### config.mk
export PLATFORM = sky130hd
export DESIGN_NAME = sec_cfg_bank
export DESIGN_NICKNAME = d
export VERILOG_FILES = /design/src/rtl/sec_cfg_bank.sv
export SDC_FILE = /design/constraint.sdc
export NUM_CORES = 1
export LEC_CHECK = 0
export ABC_AREA = 1
export BUFFER_PORTS_ARGS = -buffer_cell sky130_fd_sc_hd__buf_2
export CAP_MARGIN = 30
export CORE_ASPECT_RATIO = 2
export CORE_MARGIN = 3
export CORE_UTILIZATION = 45
export DETAILED_ROUTE_END_ITERATION = 16
export PLACE_DENSITY_LB_ADDON = 0.12
export SLEW_MARGIN = 25
export SYNTH_ARGS = -nofsm -noshare
export SYNTH_HDL_FRONTEND = slang
export SYNTH_SLANG_ARGS = --single-unit
export TNS_END_PERCENT = 5
### constraint.sdc
create_clock -name clk -period 3 [get_ports clk]
set_clock_uncertainty 0.1 [all_clocks]
set_input_delay 0.15 -clock clk [delete_from_list [all_inputs] [get_ports clk]]
set_output_delay 0.15 -clock clk [all_outputs]
set_load 0.01 [all_outputs]
### src/rtl/sec_cfg_bank.sv
module sec_cfg_bank #(
  parameter int MASK_W     = 16,
  parameter int N_EXP      = 4,
  parameter int INT0_PORTS = 12,
  parameter int INT1_PORTS = 1,
  parameter int XAPB_PORTS = 16,
  parameter int XAHB_PORTS = 10,
  parameter bit ALT_ID     = 1'b0
) (
  input  logic                    clk,
  input  logic                    rst_n,
  input  logic                    bus_sel,
  input  logic                    bus_wr,
  input  logic [11:0]             bus_addr,
  input  logic [1:0]              bus_size,
  input  logic [31:0]             bus_wdata,
  output logic [31:0]             bus_rdata,
  output logic                    sec_resp_o,
  output logic [1:0]              nsc_cfg_o,
  output logic [2*MASK_W-1:0]     int_ns_o,
  output logic [2*MASK_W-1:0]     int_sp_o,
  output logic [N_EXP*MASK_W-1:0] xapb_ns_o,
  output logic [N_EXP*MASK_W-1:0] xapb_sp_o,
  output logic [N_EXP*MASK_W-1:0] xahb_ns_o,
  output logic [N_EXP*MASK_W-1:0] xahb_sp_o
);
  localparam logic [MASK_W-1:0] INT0_M = MASK_W'((64'd1 << INT0_PORTS) - 64'd1);
  localparam logic [MASK_W-1:0] INT1_M = MASK_W'((64'd1 << INT1_PORTS) - 64'd1);
  localparam logic [MASK_W-1:0] XAPB_M = MASK_W'((64'd1 << XAPB_PORTS) - 64'd1);
  localparam logic [MASK_W-1:0] XAHB_M = MASK_W'((64'd1 << XAHB_PORTS) - 64'd1);
  localparam logic [7:0] ID_VER = ALT_ID ? 8'h2B : 8'h0B;

  logic [7:0] grp;
  logic [1:0] idx;
  logic       wr_word;

  assign grp     = bus_addr[11:4];
  assign idx     = bus_addr[3:2];
  assign wr_word = bus_sel && bus_wr && (bus_size == 2'd2) && (bus_addr[1:0] == 2'd0);

  logic              resp_q;
  logic [1:0]        nsc_q;
  logic [15:0]       brg_q;
  logic [MASK_W-1:0] int_ns [2];
  logic [MASK_W-1:0] int_sp [2];
  logic [MASK_W-1:0] xapb_ns [N_EXP];
  logic [MASK_W-1:0] xapb_sp [N_EXP];
  logic [MASK_W-1:0] xahb_ns [N_EXP];
  logic [MASK_W-1:0] xahb_sp [N_EXP];

  always_ff @(posedge clk or negedge rst_n) begin
    if (!rst_n) begin
      resp_q <= 1'b0;
      nsc_q  <= 2'd0;
      brg_q  <= 16'd0;
    end else if (wr_word && grp == 8'h01 && idx == 2'd0) begin
      resp_q <= bus_wdata[0];
    end else if (wr_word && grp == 8'h01 && idx == 2'd1) begin
      nsc_q <= bus_wdata[1:0];
    end else if (wr_word && grp == 8'h04 && idx == 2'd2) begin
      brg_q <= bus_wdata[31:16];
    end
  end

  assign sec_resp_o = resp_q;
  assign nsc_cfg_o  = nsc_q;

  for (genvar g = 0; g < 2; g++) begin : g_int
    localparam logic [MASK_W-1:0] IM = (g == 0) ? INT0_M : INT1_M;
    always_ff @(posedge clk or negedge rst_n) begin
      if (!rst_n) begin
        int_ns[g] <= '0;
        int_sp[g] <= '0;
      end else if (wr_word && idx == 2'(g)) begin
        if (grp == 8'h07) int_ns[g] <= bus_wdata[MASK_W-1:0] & IM;
        if (grp == 8'h0B) int_sp[g] <= bus_wdata[MASK_W-1:0] & IM;
      end
    end
    assign int_ns_o[g*MASK_W +: MASK_W] = int_ns[g];
    assign int_sp_o[g*MASK_W +: MASK_W] = int_sp[g];
  end

  for (genvar g = 0; g < N_EXP; g++) begin : g_exp
    always_ff @(posedge clk or negedge rst_n) begin
      if (!rst_n) begin
        xapb_ns[g] <= '0;
        xapb_sp[g] <= '0;
        xahb_ns[g] <= '0;
        xahb_sp[g] <= '0;
      end else if (wr_word && idx == 2'(g)) begin
        if (grp == 8'h08) xapb_ns[g] <= bus_wdata[MASK_W-1:0] & XAPB_M;
        if (grp == 8'h0C) xapb_sp[g] <= bus_wdata[MASK_W-1:0] & XAPB_M;
        if (grp == 8'h06) xahb_ns[g] <= bus_wdata[MASK_W-1:0] & XAHB_M;
        if (grp == 8'h0A) xahb_sp[g] <= bus_wdata[MASK_W-1:0] & XAHB_M;
      end
    end
    assign xapb_ns_o[g*MASK_W +: MASK_W] = xapb_ns[g];
    assign xapb_sp_o[g*MASK_W +: MASK_W] = xapb_sp[g];
    assign xahb_ns_o[g*MASK_W +: MASK_W] = xahb_ns[g];
    assign xahb_sp_o[g*MASK_W +: MASK_W] = xahb_sp[g];
  end

  function automatic logic [7:0] id_byte(input logic [3:0] k);
    case (k)
      4'd0:    return 8'h04;
      4'd4:    return 8'h52;
      4'd5:    return 8'hB8;
      4'd6:    return ID_VER;
      4'd8:    return 8'h0D;
      4'd9:    return 8'hF0;
      4'd10:   return 8'h05;
      4'd11:   return 8'hB1;
      default: return 8'h00;
    endcase
  endfunction

  logic [31:0] word;
  logic [31:0] shifted;
  logic [9:0]  id_off;
  logic        exp_ok;

  assign id_off = bus_addr[11:2] - 10'h3F4;
  assign exp_ok = 32'(idx) < N_EXP;

  always_comb begin
    word = '0;
    case (grp)
      8'h01: begin
        if (idx == 2'd0) word[0]   = resp_q;
        if (idx == 2'd1) word[1:0] = nsc_q;
      end
      8'h04:   if (idx == 2'd2) word[31:16] = brg_q;
      8'h07:   if (!idx[1]) word[MASK_W-1:0] = int_ns[idx[0]];
      8'h0B:   if (!idx[1]) word[MASK_W-1:0] = int_sp[idx[0]];
      8'h08:   if (exp_ok) word[MASK_W-1:0] = xapb_ns[idx];
      8'h0C:   if (exp_ok) word[MASK_W-1:0] = xapb_sp[idx];
      8'h06:   if (exp_ok) word[MASK_W-1:0] = xahb_ns[idx];
      8'h0A:   if (exp_ok) word[MASK_W-1:0] = xahb_sp[idx];
      8'hFD, 8'hFE, 8'hFF: begin
        if (bus_addr[11:2] >= 10'h3F4) word[7:0] = id_byte(id_off[3:0]);
      end
      default: word = '0;
    endcase
  end

  assign shifted = word >> {bus_addr[1:0], 3'b000};

  always_comb begin
    case (bus_size)
      2'd0:    bus_rdata = {24'd0, shifted[7:0]};
      2'd1:    bus_rdata = {16'd0, shifted[15:0]};
      default: bus_rdata = word;
    endcase
  end
endmodule

==> impl_metrics.json <==
{
  "max_slew_margin": 0.3523,
  "worstMarginPinSlew_ps": 971.6,
  "rsz0062_at_grt": "false",
  "cts_made_buffers": 25,
  "grtUsageMet1": 0.3540,
  "wl_mm": 51.17,
  "final_nets": 2103,
  "die_w_um": 127.5,
  "power_density_nw_per_um2": 439.3,
  "io_buffers": 318,
  "drv_slew": 0,
  "outcome": "completed",
  "hp-start": "bus_wdata[15]",
  "sequentialPowerShare": 0.490,
  "setup-violations-final": 0,
  "viasPerCell": 5.291,
  "ys_warn_count": 0,
  "cp_cell_sequence": "buf_2 -> inv_1 -> ha_1 -> nand3_1 -> nor2_2 -> buf_4 -> nand2_1 -> nand2_1 -> nor2_1 -> nand3_1 -> nand2_1 -> a21oi_1 -> buf_2",
  "cts_tree": "done",
  "ys_ff_latch": 253,
  "multi_input_area_um2": 5842,
  "reg2reg_depth": 1,
  "grt_pass1_wl_mm": 76.44,
  "firstDrtPassIters": 6,
  "drc": 0,
  "clk_pin_slew_ps": 60,
  "clkPwrFrac": 0.423,
  "combPwrFrac": 0.087,
  "clk_latency_ps": 530,
  "path_class": "input port to output pin",
  "crit_slowest_cell": "ha_1",
  "fp-row-count": 88,
  "path_max_fanout": 18,
  "dpl_worst_slack_ps": 508.5,
  "synth_commonest_cells": "nand2_1, o21ai_0, dfrtp_1, nor2_1, nand3_1",
  "synthArstFlopShare": 1.000,
  "antenna_found_initial": 0,
  "p_leak_nw": 8.621,
  "final_util": 0.5478,
  "grt_pass1_vias": 12450,
  "n_antenna_cell": 0,
  "p_sw_mw": 1.805,
  "cp-startpoint": "bus_addr[4]",
  "core_area_um2": 28960,
  "synth_most_common_cell": "nand2_1",
  "synth_area_leaders": "dfrtp_1, nand2_1, o21ai_0, buf_4, nor2_1",
  "routedWlPerCell_um": 21.17,
  "setup_slack_ps": 499.7,
  "synth_flop_cell": "dfrtp_1",
  "yosys.area.top_type": "dfrtp_1",
  "synthToLayoutAreaGrowth_pct": 19.30,
  "fin_crit_sh": 0.8334,
  "place_congestion": 0.9704,
  "grt_max_degree": 115,
  "internal-power_mw": 5.163,
  "io_pins": 405,
  "grt_most_used_layer": "met2",
  "place_hpwl_mm": 37.29,
  "end_kind": "output pin",
  "synth.avg_cell_area_um2": 7.620,
  "grt-ovfl-total": 0,
  "die_area_um2": 31770,
  "start_kind": "input port",
  "via_count": 12790,
  "cts_root_buffer": "clkbuf_16",
  "use_met2": 0.5500,
  "track_usage": 0.3153,
  "drive_gt1_frac": 0.2105,
  "hold_viol": 0,
  "use_met3": 0.04378,
  "holdWs_ps": 48.25,
  "synth_cells": 1745,
  "irDropWorstVdd_v": 0.0004186,
  "r2r_start": "brg_q[4]$_DFFE_PN0P_",
  "min_period_ps": 2500,
  "critical_path.most_common_cell": "nand2_1",
  "cp.required_ps": 2750,
  "min_to": "xapb_sp_o[31]$_DFFE_PN0P_",
  "p_sw_frac": 0.2591,
  "ys_types": 37,
  "maxCapViolCount": 0,
  "critical-path-max-stage-delay_ps": 300,
  "fill_cells": 2884,
  "reg2reg_to": "brg_q[4]$_DFFE_PN0P_",
  "h-tree-depth": 1,
  "synth_edf_count": 0,
  "finalSetupTns_ps": 0,
  "ant_nets": 0,
  "hold_depth": 3,
  "initial_core_util": 0.4592,
  "register_area_um2": 6331,
  "clk_path_buf_depth": 3,
  "drt_iter0_markers": 1012,
  "yosysSeqAreaShare": 0.4761,
  "clock-sinks": 253,
  "hold_class": "input port to flip-flop",
  "fmax_mhz": 400.0,
  "r2r_setup_slack_ps": 2060,
  "cp.arrival_ps": 2250,
  "synth.top_cell.area_share": 0.4761,
  "die_h_um": 249.1,
  "syn_area_um2": 13300
}
[cell type report]
class / instances / area share
Multi-Input combinational cell: 1293 / 0.3683
Sequential cell: 253 / 0.3991
Timing Repair Buffer: 380 / 0.1371
Clock inverter: 6 / 0.002051
Clock buffer: 35 / 0.04370
Inverter: 90 / 0.02138
Tap cell: 360 / 0.02840
[worst max-delay path: cells and delay by family]
kind / cells / cell delay (ps)
fa+ha+maj: 1 / 300
compound gates: 1 / 120
buf+inv: 4 / 780
simple gates: 7 / 880
[timing repair]
item	CTS	global route
setup endpoints to repair	0	0
resized for setup	0	0
hold endpoints to repair	101	0
setup buffers	0	0
hold buffers	17	0
[placed cells by master (no fill, tap or decap), types with 8 or more instances in the layout]
cell type      netlist  final
nand2_1            539    539
o21ai_0            324    324
buf_2               22    316
dfrtp_1            253    253
nor2_1             147    147
nand3_1             89     89
conb_1               1     86
inv_1               86     85
buf_4               88     41
clkbuf_16            0     25
a21oi_1             20     20
dlygate4sd3_1        0     17
o22ai_1             11     11
mux2_4              10     10
ha_1                10     10
nor3_1               9      9
nor2_2               8      8
[logic make-up after synthesis]
logic type                 after synthesis  synth area share
other                                    1         0.0002820
DFF                                    253            0.4761
buffers and inverters                  284            0.1085
muxes                                   16           0.01637
adders and majority gates               10          0.009410
AOI/OAI and AO/OA                      370            0.1422
and+or+nand+nor                        811            0.2471
[how the worst max path moves through the flow]
stage	end	depth (start not counted)
floorplan	bus_rdata[10]	12
global placement	bus_rdata[1]	13
detailed placement	bus_rdata[7]	12
CTS	bus_rdata[7]	11
global route	bus_rdata[1]	13
finish	bus_rdata[1]	13
[metrics by stage]
step,instances,cell area [µm²],total power [mW]
after floorplan,1830,13620,3.872
after global placement,2359,14970,4.063
after detailed placement,2359,14970,4.064
after CTS,2417,15860,7.018
after global routing,2417,15860,7.211
final,2417,15860,6.969
[metal layers]
layer  part of all wire  vias to the layer above
met3              0.067                      116
met2               0.51                      551
met4              0.073                        0
met5                  0                        -
met1               0.35                     6080
li1                   -                     6042
[registers in the layout (all words and copies together), names as in the netlist]
| register | flops |
|---|---|
| xapb_sp_o | 64 |
| int_sp_o | 13 |
| int_ns_o | 13 |
| sec_resp_o | 1 |
| brg_q | 16 |
| nsc_cfg_o | 2 |
| xahb_ns_o | 40 |
| xahb_sp_o | 40 |
| xapb_ns_o | 64 |
[power by group through the flow]
| stage | combinational (mW) | clock (mW) | sequential (mW) |
|---|---|---|---|
| 4_1_cts | 0.606 | 3.00 | 3.42 |
| 6_report | 0.609 | 2.94 | 3.42 |
| 3_5_place_dp | 0.585 | 0 | 3.48 |
| 2_1_floorplan | 0.391 | 0 | 3.48 |
| 3_3_place_gp | 0.585 | 0 | 3.48 |
| 5_1_grt | 0.669 | 3.13 | 3.41 |
Power figures use the tool's default switching activity.
